`config.mk`:
```
export PLATFORM = sky130hd
export DESIGN_NAME = dspace_decoder
export DESIGN_NICKNAME = d
export VERILOG_FILES = /design/src/rtl/ds_pkg.sv /design/src/rtl/ds_addr_classify.sv /design/src/rtl/ds_core_regs.sv /design/src/rtl/ds_rsp_mux.sv /design/src/rtl/dspace_decoder.sv
export SDC_FILE = /design/constraint.sdc
export NUM_CORES = 1
export LEC_CHECK = 0
export ABC_CLOCK_PERIOD_IN_PS = 2400
export BUFFER_PORTS_ARGS = -buffer_cell sky130_fd_sc_hd__buf_2
export CAP_MARGIN = 5
export CORE_ASPECT_RATIO = 0.8
export CORE_MARGIN = 1
export CORE_UTILIZATION = 46
export CTS_CLUSTER_SIZE = 30
export DETAILED_ROUTE_END_ITERATION = 16
export PLACE_DENSITY_LB_ADDON = 0.25
export SYNTH_ARGS = -nofsm -noshare
export SYNTH_HDL_FRONTEND = slang
export SYNTH_SLANG_ARGS = --single-unit
```
`constraint.sdc`:
```
create_clock -name clk -period 2.4 [get_ports clk]
set_clock_uncertainty 0.1 [all_clocks]
set_input_delay 0.48 -clock clk [delete_from_list [all_inputs] [get_ports clk]]
set_output_delay 0.48 -clock clk [all_outputs]
set_load 0.01 [all_outputs]
```
`src/rtl/ds_pkg.sv`:
```
package ds_pkg;

    typedef enum logic [2:0] {
        TGT_RF,
        TGT_CORE,
        TGT_STAT,
        TGT_XIO,
        TGT_MEM
    } tgt_e;

    typedef enum logic [1:0] {
        ST_IDLE,
        ST_ISSUE,
        ST_WAIT_EXT
    } st_e;

    // Special port numbers; the decode depends on them
    localparam int unsigned PORT_PAGE_BASE = 56;  // 0x38, first page register
    localparam int unsigned PAGE_COUNT     = 5;   // four gated pages + jump page
    localparam int unsigned PORT_SP_LO     = 61;  // 0x3D
    localparam int unsigned PORT_SP_HI     = 62;  // 0x3E
    localparam int unsigned PORT_FLAGS     = 63;  // 0x3F

endpackage

```
`src/rtl/ds_addr_classify.sv`:
```
module ds_addr_classify
    import ds_pkg::*;
#(
    parameter int unsigned AW       = 16,
    parameter int unsigned RF_COUNT = 32,
    parameter int unsigned IO_COUNT = 64,
    localparam int unsigned RW      = $clog2(RF_COUNT),
    localparam int unsigned PW      = $clog2(IO_COUNT)
) (
    input  logic [AW-1:0] addr,
    input  logic          is_io,
    output tgt_e          tgt,
    output logic [PW-1:0] port,
    output logic [RW-1:0] rf_idx
);

    localparam logic [AW-1:0] RF_END = AW'(RF_COUNT);
    localparam logic [AW-1:0] IO_END = AW'(RF_COUNT + IO_COUNT);

    logic [AW-1:0] io_off;
    logic          io_hit;

    assign io_off = addr - RF_END;
    assign rf_idx = addr[RW-1:0];

    always_comb begin
        tgt    = TGT_MEM;
        port   = '0;
        io_hit = 1'b0;
        if (is_io) begin
            io_hit = 1'b1;
            port   = addr[PW-1:0];
        end else if (addr < RF_END) begin
            tgt = TGT_RF;
        end else if (addr < IO_END) begin
            io_hit = 1'b1;
            port   = io_off[PW-1:0];
        end
        if (io_hit) begin
            if (port == PW'(PORT_FLAGS)) begin
                tgt = TGT_STAT;
            end else if (port >= PW'(PORT_PAGE_BASE)) begin
                tgt = TGT_CORE;
            end else begin
                tgt = TGT_XIO;
            end
        end
    end

endmodule

```
`src/rtl/ds_core_regs.sv`:
```
module ds_core_regs
    import ds_pkg::*;
#(
    parameter logic [3:0]  PAGE_EN = 4'hF,
    parameter bit          SP_WIDE = 1'b1,
    parameter logic [15:0] SP_INIT = 16'h0000,
    parameter int unsigned PW      = 6
) (
    input  logic                        clk,
    input  logic                        rst_n,
    input  logic                        wr_en,
    input  logic [PW-1:0]               port,
    input  logic [7:0]                  wdata,
    output logic [7:0]                  rd_data,
    output logic [PAGE_COUNT-1:0][23:0] page_o,
    output logic [15:0]                 sp_o
);

    localparam logic [PAGE_COUNT-1:0] WR_MASK = {1'b1, PAGE_EN};

    logic [PAGE_COUNT-1:0][7:0] page_q;
    logic [7:0]                 sp_lo_q;
    logic [7:0]                 sp_hi_q;

    for (genvar g = 0; g < PAGE_COUNT; g++) begin : g_page
        if (WR_MASK[g]) begin : g_wr
            always_ff @(posedge clk or negedge rst_n) begin
                if (!rst_n) begin
                    page_q[g] <= 8'h00;
                end else if (wr_en && port == PW'(PORT_PAGE_BASE + g)) begin
                    page_q[g] <= wdata;
                end
            end
        end else begin : g_ro
            assign page_q[g] = 8'h00;
        end
        assign page_o[g] = {page_q[g], 16'h0000};
    end

    always_ff @(posedge clk or negedge rst_n) begin
        if (!rst_n) begin
            sp_lo_q <= SP_INIT[7:0];
        end else if (wr_en && port == PW'(PORT_SP_LO)) begin
            sp_lo_q <= wdata;
        end
    end

    if (SP_WIDE) begin : g_sp_wide
        always_ff @(posedge clk or negedge rst_n) begin
            if (!rst_n) begin
                sp_hi_q <= SP_INIT[15:8];
            end else if (wr_en && port == PW'(PORT_SP_HI)) begin
                sp_hi_q <= wdata;
            end
        end
    end else begin : g_sp_narrow
        assign sp_hi_q = SP_INIT[15:8];
    end

    assign sp_o = {sp_hi_q, sp_lo_q};

    always_comb begin
        rd_data = 8'h00;
        for (int i = 0; i < PAGE_COUNT; i++) begin
            if (port == PW'(PORT_PAGE_BASE + i)) rd_data = page_q[i];
        end
        if (port == PW'(PORT_SP_LO)) rd_data = sp_lo_q;
        if (port == PW'(PORT_SP_HI)) rd_data = sp_hi_q;
    end

    // a low stack-pointer write is visible on the pins one cycle later
    p_splo_write_r6: assert property (@(posedge clk) disable iff (!rst_n)
        (wr_en && port == PW'(PORT_SP_LO)) |=> (sp_o[7:0] == $past(wdata)));

    // without a write strobe no page register moves
    p_page_hold_r4: assert property (@(posedge clk) disable iff (!rst_n)
        !wr_en |=> $stable(page_o));

endmodule

```
`src/rtl/ds_rsp_mux.sv`:
```
module ds_rsp_mux
    import ds_pkg::*;
(
    input  tgt_e       sel,
    input  logic [7:0] rf_rdata,
    input  logic [7:0] core_rdata,
    input  logic [7:0] st_rdata,
    input  logic [7:0] xio_rdata,
    input  logic [7:0] mem_rdata,
    output logic [7:0] rdata
);

    always_comb begin
        unique case (sel)
            TGT_RF:   rdata = rf_rdata;
            TGT_CORE: rdata = core_rdata;
            TGT_STAT: rdata = st_rdata;
            TGT_XIO:  rdata = xio_rdata;
            TGT_MEM:  rdata = mem_rdata;
            default:  rdata = 8'h00;
        endcase
    end

endmodule

```
`src/rtl/dspace_decoder.sv`:
```
module dspace_decoder
    import ds_pkg::*;
#(
    parameter int unsigned AW       = 16,
    parameter int unsigned DW       = 16,
    parameter int unsigned RF_COUNT = 32,
    parameter int unsigned IO_COUNT = 64,
    parameter logic [3:0]  PAGE_EN  = 4'hF,
    parameter bit          SP_WIDE  = 1'b1,
    parameter logic [15:0] SP_INIT  = 16'h0000,
    localparam int unsigned RW      = $clog2(RF_COUNT),
    localparam int unsigned PW      = $clog2(IO_COUNT)
) (
    input  logic          clk,
    input  logic          rst_n,
    input  logic          acc_valid,
    input  logic          acc_write,
    input  logic          acc_io,
    input  logic [AW-1:0] acc_addr,
    input  logic [DW-1:0] acc_wdata,
    output logic          acc_ready,
    output logic          rsp_valid,
    output logic [7:0]    rsp_rdata,
    output logic          rf_req,
    output logic          rf_we,
    output logic [RW-1:0] rf_idx,
    output logic [7:0]    rf_wdata,
    input  logic [7:0]    rf_rdata,
    output logic          st_req,
    output logic          st_we,
    output logic [7:0]    st_wdata,
    input  logic [7:0]    st_rdata,
    output logic          xio_req,
    output logic          xio_we,
    output logic [PW-1:0] xio_port,
    output logic [7:0]    xio_wdata,
    input  logic [7:0]    xio_rdata,
    input  logic          xio_ack,
    output logic          mem_req,
    output logic          mem_we,
    output logic [AW-1:0] mem_addr,
    output logic [7:0]    mem_wdata,
    input  logic [7:0]    mem_rdata,
    input  logic          mem_ack,
    output logic [23:0]   page_d_o,
    output logic [23:0]   page_x_o,
    output logic [23:0]   page_y_o,
    output logic [23:0]   page_z_o,
    output logic [23:0]   jump_page_o,
    output logic [15:0]   sp_o
);

    st_e           state_q, state_d;
    tgt_e          tgt_d, tgt_q;
    logic [PW-1:0] port_d, port_q;
    logic [RW-1:0] idx_d, idx_q;
    logic [AW-1:0] addr_q;
    logic [7:0]    wdata_q;
    logic          we_q;
    logic          accept;
    logic          ext_ack;
    logic          core_wr;
    logic [7:0]    core_rdata;
    logic [PAGE_COUNT-1:0][23:0] page_all;
    logic          unused_wdata_hi;

    assign unused_wdata_hi = ^acc_wdata[DW-1:8];

    ds_addr_classify #(
        .AW       (AW),
        .RF_COUNT (RF_COUNT),
        .IO_COUNT (IO_COUNT)
    ) classify_i (
        .addr   (acc_addr),
        .is_io  (acc_io),
        .tgt    (tgt_d),
        .port   (port_d),
        .rf_idx (idx_d)
    );

    // State register and captured request
    always_ff @(posedge clk or negedge rst_n) begin
        if (!rst_n) begin
            state_q <= ST_IDLE;
            tgt_q   <= TGT_RF;
            port_q  <= '0;
            idx_q   <= '0;
            addr_q  <= '0;
            wdata_q <= 8'h00;
            we_q    <= 1'b0;
        end else begin
            state_q <= state_d;
            if (accept) begin
                tgt_q   <= tgt_d;
                port_q  <= port_d;
                idx_q   <= idx_d;
                addr_q  <= acc_addr;
                wdata_q <= acc_wdata[7:0];
                we_q    <= acc_write;
            end
        end
    end

    assign accept  = (state_q == ST_IDLE) && acc_valid;
    assign ext_ack = (tgt_q == TGT_XIO) ? xio_ack : mem_ack;

    // Next-state logic
    always_comb begin
        state_d = state_q;
        unique case (state_q)
            ST_IDLE: begin
                if (acc_valid) begin
                    state_d = (tgt_d == TGT_XIO || tgt_d == TGT_MEM) ? ST_WAIT_EXT : ST_ISSUE;
                end
            end
            ST_ISSUE:    state_d = ST_IDLE;
            ST_WAIT_EXT: if (ext_ack) state_d = ST_IDLE;
            default:     state_d = ST_IDLE;
        endcase
    end

    // Outputs
    always_comb begin
        acc_ready = 1'b0;
        rsp_valid = 1'b0;
        rf_req    = 1'b0;
        st_req    = 1'b0;
        xio_req   = 1'b0;
        mem_req   = 1'b0;
        core_wr   = 1'b0;
        unique case (state_q)
            ST_IDLE: acc_ready = 1'b1;
            ST_ISSUE: begin
                rsp_valid = 1'b1;
                rf_req    = (tgt_q == TGT_RF);
                st_req    = (tgt_q == TGT_STAT);
                core_wr   = (tgt_q == TGT_CORE) && we_q;
            end
            ST_WAIT_EXT: begin
                xio_req   = (tgt_q == TGT_XIO);
                mem_req   = (tgt_q == TGT_MEM);
                rsp_valid = ext_ack;
            end
            default: acc_ready = 1'b0;
        endcase
    end

    assign rf_we     = we_q;
    assign rf_idx    = idx_q;
    assign rf_wdata  = wdata_q;
    assign st_we     = we_q;
    assign st_wdata  = wdata_q;
    assign xio_we    = we_q;
    assign xio_port  = port_q;
    assign xio_wdata = wdata_q;
    assign mem_we    = we_q;
    assign mem_addr  = addr_q;
    assign mem_wdata = wdata_q;

    ds_core_regs #(
        .PAGE_EN (PAGE_EN),
        .SP_WIDE (SP_WIDE),
        .SP_INIT (SP_INIT),
        .PW      (PW)
    ) core_regs_i (
        .clk     (clk),
        .rst_n   (rst_n),
        .wr_en   (core_wr),
        .port    (port_q),
        .wdata   (wdata_q),
        .rd_data (core_rdata),
        .page_o  (page_all),
        .sp_o    (sp_o)
    );

    assign page_d_o    = page_all[0];
    assign page_x_o    = page_all[1];
    assign page_y_o    = page_all[2];
    assign page_z_o    = page_all[3];
    assign jump_page_o = page_all[4];

    ds_rsp_mux rsp_mux_i (
        .sel        (tgt_q),
        .rf_rdata   (rf_rdata),
        .core_rdata (core_rdata),
        .st_rdata   (st_rdata),
        .xio_rdata  (xio_rdata),
        .mem_rdata  (mem_rdata),
        .rdata      (rsp_rdata)
    );

    p_one_target_r11: assert property (@(posedge clk) disable iff (!rst_n)
        $onehot0({rf_req, st_req, xio_req, mem_req}));

    p_busy_after_accept_r11: assert property (@(posedge clk) disable iff (!rst_n)
        (acc_valid && acc_ready) |=> !acc_ready);

    p_done_to_idle_r11: assert property (@(posedge clk) disable iff (!rst_n)
        rsp_valid |=> acc_ready);

    p_rf_pulse_r1: assert property (@(posedge clk) disable iff (!rst_n)
        rf_req |=> !rf_req);

    p_xio_hold_r9: assert property (@(posedge clk) disable iff (!rst_n)
        (xio_req && !xio_ack) |=> (xio_req && $stable(xio_port) && $stable(xio_wdata)));

    p_mem_hold_r3: assert property (@(posedge clk) disable iff (!rst_n)
        (mem_req && !mem_ack) |=> (mem_req && $stable(mem_addr) && $stable(mem_wdata)));

endmodule

```
==> results.cfg, run 1 <==
[global_route]
grtUsageMet1_pct = 31.2
busiest_layer = met2
grt_overflow = 0
gr-usage-met2_pct = 41.2
met3_usage_pct = 5.38
grt_pass1_vias = 3971
grt_max_degree = 63
antenna_found_initial = 0
grtUsageTotal_pct = 24.2
grt_first_pass_wirelength_microns = 22000

[power]
p_total_mw = 6.61
power.density_nw_per_um2 = 967
power_frac_comb_pct = 44.2
clockPowerShare_pct = 22.8
vdd_drop_max_mv = 0.536
p_switching_mw = 2.55
p_sw_share_pct = 38.6
internal_power_mw = 4.06
p_leak_nw = 3.61
power.share.sequential_pct = 33.0

[cts]
cts_buffer_depth = 2
cts.clk_slew.worst_paths_ps = 70
cts_tree = built
cts.htree.levels = 3
cts_sinks = 92
cts_made_buffers = 9
cts_root_buf = clkbuf_16
worstSkewPairLatency_ps = 350

[synthesis]
synth_top_family_by_area = multiplexers
synthTopCellsByCount = buf_4 (114), dfrtp_1 (92), mux2_2 (82)
synth_cell_type_count = 55
synth_edf_count = 0
synth_xor_area_share_pct = 0.162
avgSynthCellArea_sq_um = 11.5
synth_most_common_cell = buf_4
netlist_area_sq_um = 5410
synthSimpleGateAreaFrac_pct = 8.05
synth_mux_area_share_pct = 22.6
synth_cells = 472
synth.yosys.seq_area_share_pct = 42.6
synth_top_cell_area_share_pct = 42.6
synth_compound_area_share_pct = 8.54
synthArstFlopShare_pct = 100
synth_top_flop_cell = dfrtp_1
ys_top_cells_by_area = dfrtp_1 (43%), mux2_2 (17%), buf_4 (16%)
yosys.area.top_type = dfrtp_1
synthAdderAreaFrac_pct = 0.694
ys_warn_count = 0
synth-seq-cells = 92

[finish]
seqCellArea_sq_um = 2310
fillers = 940
n_antenna_cell = 0
multiInputGateArea_sq_um = 2690
fin_nets = 736
area_delta_synth_final_pct = 26.3
layout-drive-gt1-share_pct = 57.3
instances_no_fill = 815
final_util_pct = 59.6

[timing]
fin_ws_ps = -99.2
finalCritPeriodShare_pct = 104
hold_viol_final = 0
maxSlewViolCount = 0
fin_crit_ps = 2500
rsz0062_at_grt = true
setup_viol = 8
max_slew_margin_pct = 60.7
tightest_slew_ps = 588
fmax_mhz = 400

[floorplan]
initial_utilization_pct = 47.1
coreArea_sq_um = 11500
die_h_microns = 99.0
rows = 35
die-width_microns = 123
boundaryPins = 284
die-area_sq_um = 12200

[placement]
place_hpwl_microns = 10700
place_congestion = 0.780
dp.cells = 786
port_buffers = 195

[worst_setup_path]
worstPathRequired_ps = 1820
cp-startpoint = xio_port[0]$_DFFE_PN0P_
r2r_start = tgt_q[1]$_DFFE_PN0P_
start_kind = flip-flop
crit_type = reg -> out
end_kind = output port
cp_max_fo = 8
arrival_ps = 1920

[drt]
drtIter0Drc = 183
drc_errors = 0
drtPass1Iterations = 4
num_vias = 4168
vias_per_cell = 5.11
routed_wirelength_microns = 14700
antenna_left = 0
routedWlPerCell_microns = 18.0

[job]
max_cap_violations = 0

[outcome]
status = finished, violations left
violations = negative setup slack

[min_path]
hp-start = acc_wdata[6]
hold_class = in -> reg
-- cell usage in the layout (no fill, tap or decap), drive strengths merged, types with 4 or more instances in the layout --
cell type	netlist	routed
nor2b	5	5
nand2b	8	8
conb	1	80
mux2i	12	12
nor3	5	5
a21oi	16	16
inv	4	8
o21ai	13	13
a22o	7	7
o22ai	4	4
mux4	8	8
dfrtp	92	92
nand3	6	6
nand2	20	20
clkbuf	3	9
nor2	13	13
buf	125	227
mux2	82	82
-- critical path, cell delays in order (launching register included) --
cell and delay (ps):
dfrtp_2 450, buf_12 150, mux4_2 530, a21oi_2 170, o221ai_2 110, buf_2 160
-- worst paths after layout --
check	cells past startpoint	slack, ps	to
setup / recovery	5	-100	rsp_rdata[5]
hold / removal	2	250	mem_wdata[6]$_DFFE_PN0P_
setup reg to reg	5	160	core_regs_i.sp_hi_q[7]$_DFFE_PN0P_
hold reg to reg	1	400	mem_addr[12]$_DFFE_PN0P_
max in group asynchronous	3	1010	core_regs_i.sp_hi_q[5]$_DFFE_PN0P_
min in group asynchronous	2	500	mem_addr[12]$_DFFE_PN0P_
-- power groups by stage --
stage	combinational (mW)	sequential (mW)	clock [mW]
global placement	2.47	2.20	0
detailed placement	2.50	2.23	0
CTS	2.81	2.18	1.52
finish	2.92	2.18	1.51
floorplan	1.76	2.25	0
global route	3.13	2.24	1.59
-- per-stage QoR --
stage / TNS [ps] / area [sq um] / worst slack (ps) / hold slack (ps)
finish: -615 / 6830 / -99.2 / 254
floorplan: 0 / 5710 / 187 / 84.4
global placement: 0 / 6140 / 24.8 / 337
CTS: -571 / 6740 / -99.0 / 250
global route: -1030 / 6830 / -150 / 261
detailed placement: -14.1 / 6140 / -14.1 / 342
-- registers in the layout (all words and copies together) (netlist names) --
| register | flops |
|---|---|
| core_regs_i.page_o | 40 |
| mem_addr | 12 |
| core_regs_i.sp_hi_q | 8 |
| core_regs_i.sp_lo_q | 8 |
| mem_wdata | 8 |
| xio_port | 6 |
| rf_idx | 4 |
| tgt_q | 3 |
| state_q | 2 |
| mem_we | 1 |
-- final cells by class --
type	instances	area share, %
inverter	4	0.220
sequential	92	33.7
clock inverter	7	1.32
tap	148	2.71
multi-input combinational	327	39.3
clock buffer	9	3.30
timing repair buffer	228	19.4
-- kinds of logic after synthesis --
family	count (synthesis)
AO/OA/AOI/OAI	67
XOR/XNOR	1
adder cells (fa/ha/maj)	3
buffers and inverters	132
flip-flops	92
multiplexers	102
other	1
AND/OR/NAND/NOR	74
-- metal layers --
metal	up-vias	share of wire, %
li1	1873	-
met1	2078	41
met2	195	51
met3	22	6.5
met4	0	1.6
met5	-	0
-- what timing repair did --
item,4_1_cts,5_1_grt
endpoints found under the setup margin,9,8
gates cloned,0,0
buffers inserted,11,1
pin swaps,14,11
hold buffers,1,0
resized for setup,44,17
hold endpoints to repair,30,0
Power figures use the tool's default switching activity.
==> run 2, diff against run 1 <==
- ABC_AREA: default -> 1
==> run 2 against run 1 <==
  * The run still ends with negative setup slack left
  * Critical path type unchanged
  * Clock power down 15%
  * Wire length up 2.2%
  * Fmax up 0.41%
  * Global-route usage down 0.12 points
==> results.cfg, run 2 <==
[outcome]
status = finished, violations left
violations = negative setup slack

[worst_setup_path]
reg2reg_slack_ps = 300
end_kind = output port
cpLargestDelayFamily = simple AND/OR/NAND/NOR gates
slowest_delay_ps = 400
crit_type = reg -> out
worstPathRequired_ps = 1820
cp_max_fo = 4
r2r_cells = 9
r2r_start = tgt_q[1]$_DFFE_PN0P_
start_kind = flip-flop
path_buf_inv = 3
crit_path_end = rsp_rdata[0]
reg2reg_to = core_regs_i.page_o[45]$_DFFE_PN0P_
arrival_ps = 1910
cp_cell_sequence = inv_2 -> nand2_4 -> nor3_4 -> buf_4 -> nand3_1 -> nand3_2 -> nor2_2 -> nand3_1 -> nand2_1 -> nand2_1 -> buf_2
crit_path_top_delay_cell = dfrtp_1
crit_cells = 11
cp-startpoint = xio_port[2]$_DFFE_PN0P_

[finish]
fin_nets = 968
mostFrequentLayoutCells = buf_2 (195), nand2_1 (178), dfrtp_1 (90), conb_1 (80), inv_1 (61)
largest_reg_flops = 40
area_delta_synth_final_pct = 23.9
n_antenna_cell = 0
design_area_sq_um = 6750
final_util_pct = 58.6
mostFrequentLayoutCell = buf_2
instances_no_fill = 1045
layout-drive-gt1-share_pct = 35.6

[timing]
finalCritPeriodShare_pct = 104
fin_crit_ps = 2490
fin_hold_ws_ps = 241
rsz0062_at_grt = true
hold_viol_final = 0
setup_viol = 8
fin_ws_ps = -88.9
maxSlewViolCount = 0
fmax_mhz = 402

[synthesis]
synth_most_common_cell = nand2_1
avgSynthCellArea_sq_um = 7.81
synth_cells = 698
synth.yosys.seq_area_share_pct = 42.2
ys_warn_count = 0
synth_edf_count = 0
synthTopCellsByCount = nand2_1 (188), buf_4 (113), dfrtp_1 (92)
synth_cell_type_count = 32
netlist_area_sq_um = 5450
yosys.area.top_type = dfrtp_1
ys_top_cells_by_area = dfrtp_1 (42%), buf_4 (16%), nand2_1 (13%)
synth-seq-cells = 92
synth_top_cell_area_share_pct = 42.2
synthArstFlopShare_pct = 100
synth_top_flop_cell = dfrtp_1

[floorplan]
die-area_sq_um = 12300
initial_utilization_pct = 47.3
boundaryPins = 284
coreArea_sq_um = 11500
rows = 35
die-width_microns = 124
die_h_microns = 99.4

[placement]
place_hpwl_microns = 10900
port_buffers = 195
placed_area_sq_um = 6070
place_congestion = 0.812
dp.cells = 1001

[global_route]
grt_max_degree = 60
antenna_found_initial = 0
grt_overflow = 0
grt_first_pass_wirelength_microns = 22500
grtUsageTotal_pct = 24.1
grt_pass1_vias = 4231

[cts]
cts_sinks = 92
cts_buffer_depth = 2
cts_root_buf = clkbuf_16
cts_tree = built
cts.clk_slew.worst_paths_ps = 60
cts.htree.levels = 3
worstSkewPairLatency_ps = 330
cts_made_buffers = 9

[job]
max_cap_violations = 0

[drt]
drc_errors = 0
num_vias = 4931
drtIter0Drc = 257
drtPass1Iterations = 5
vias_per_cell = 4.72
antenna_left = 0
routedWlPerCell_microns = 14.3
routed_wirelength_microns = 15000

[power]
vdd_drop_max_mv = 0.705
p_leak_nw = 4.03
power.density_nw_per_um2 = 915

[min_path]
hold_class = in -> reg
-- run 2: cell types whose count changed after synthesis, moves of 9 or more --
cell / delta
nand2_1: +172
clkinv_1: +9
inv_1: +58
a21oi_1: -13
nor2_1: +27
o21ai_0: +16
o21ai_1: +50
nand3_1: +29
mux2i_1: -12
mux2_2: -82
-- run 2: where the power goes --
group          internal, mW  total [mW]  switching (mW)
Sequential             1.84        2.11           0.271
Combinational          1.05        2.78            1.73
Clock                 0.691        1.29           0.595
-- run 2: timing repair --
| item | in CTS | in global routing |
|---|---|---|
| pin swaps | 24 | 22 |
| gates resized for setup | 23 | 32 |
| gates cloned | 1 | 2 |
| setup endpoints to repair | 9 | 9 |
| hold buffers | 1 | 0 |
| hold endpoints to repair | 2 | 0 |
| buffers inserted | 18 | 13 |
-- run 2: layout make-up --
type,count,area (sq um)
Multi-Input combinational cell,475,2360
Clock buffer,10,229
Inverter,79,299
Tap cell,148,185
Timing Repair Buffer,236,1330
Clock inverter,4,28.8
Sequential cell,92,2300
Fill cell,1136,4760
Timing Repair inverter,1,7.51
-- run 2: per-stage QoR --
| stage | setup WS (ps) | power (mW) | setup TNS (ps) |
|---|---|---|---|
| floorplan | 344 | 3.89 | 0 |
| global placement | -64.8 | 4.54 | -283 |
| detailed placement | -79.1 | 4.56 | -371 |
| CTS | -32.3 | 6.02 | -131 |
| global route | -184 | 6.60 | -1270 |
| finish | -88.9 | 6.18 | -454 |
-- run 2: cells by family after synthesis --
kind of cell | share of synthesized area [%]
other | 0.0688
and+or+nand+nor | 22.9
AOI/OAI and AO/OA | 11.4
buffers and inverters | 22.7
DFF | 42.2
adders and majority gates | 0.689
-- run 2: worst min path at each step --
| stage | to | depth (start not counted) | slack (ps) | start |
|---|---|---|---|---|
| 5_1_grt | mem_wdata[7]$_DFFE_PN0P_ | 3 | 250 | acc_wdata[7] |
| 2_1_floorplan | core_regs_i.page_o[112]$_DFFE_PN0P_ | 0 | 80 | rst_n |
| 3_3_place_gp | mem_wdata[0]$_DFFE_PN0P_ | 1 | 360 | rst_n |
| 6_report | mem_we$_DFFE_PN0P_ | 3 | 240 | acc_write |
| 3_5_place_dp | mem_wdata[0]$_DFFE_PN0P_ | 1 | 360 | rst_n |
| 4_1_cts | mem_we$_DFFE_PN0P_ | 3 | 230 | acc_write |
-- run 2: per-layer routing --
metal  up-vias  track usage [%]  share of wire (%)
li1       2405                -                  -
met2       201             37.4                 47
met4         0             5.19                1.2
met3        14             6.31                7.1
met1      2311             33.8                 45
met5         -                0                  0
-- run 2: worst min-delay path: cells and delay by family --
family	cells	cell delay, ps
buf+inv	1	80
simple gates	2	80
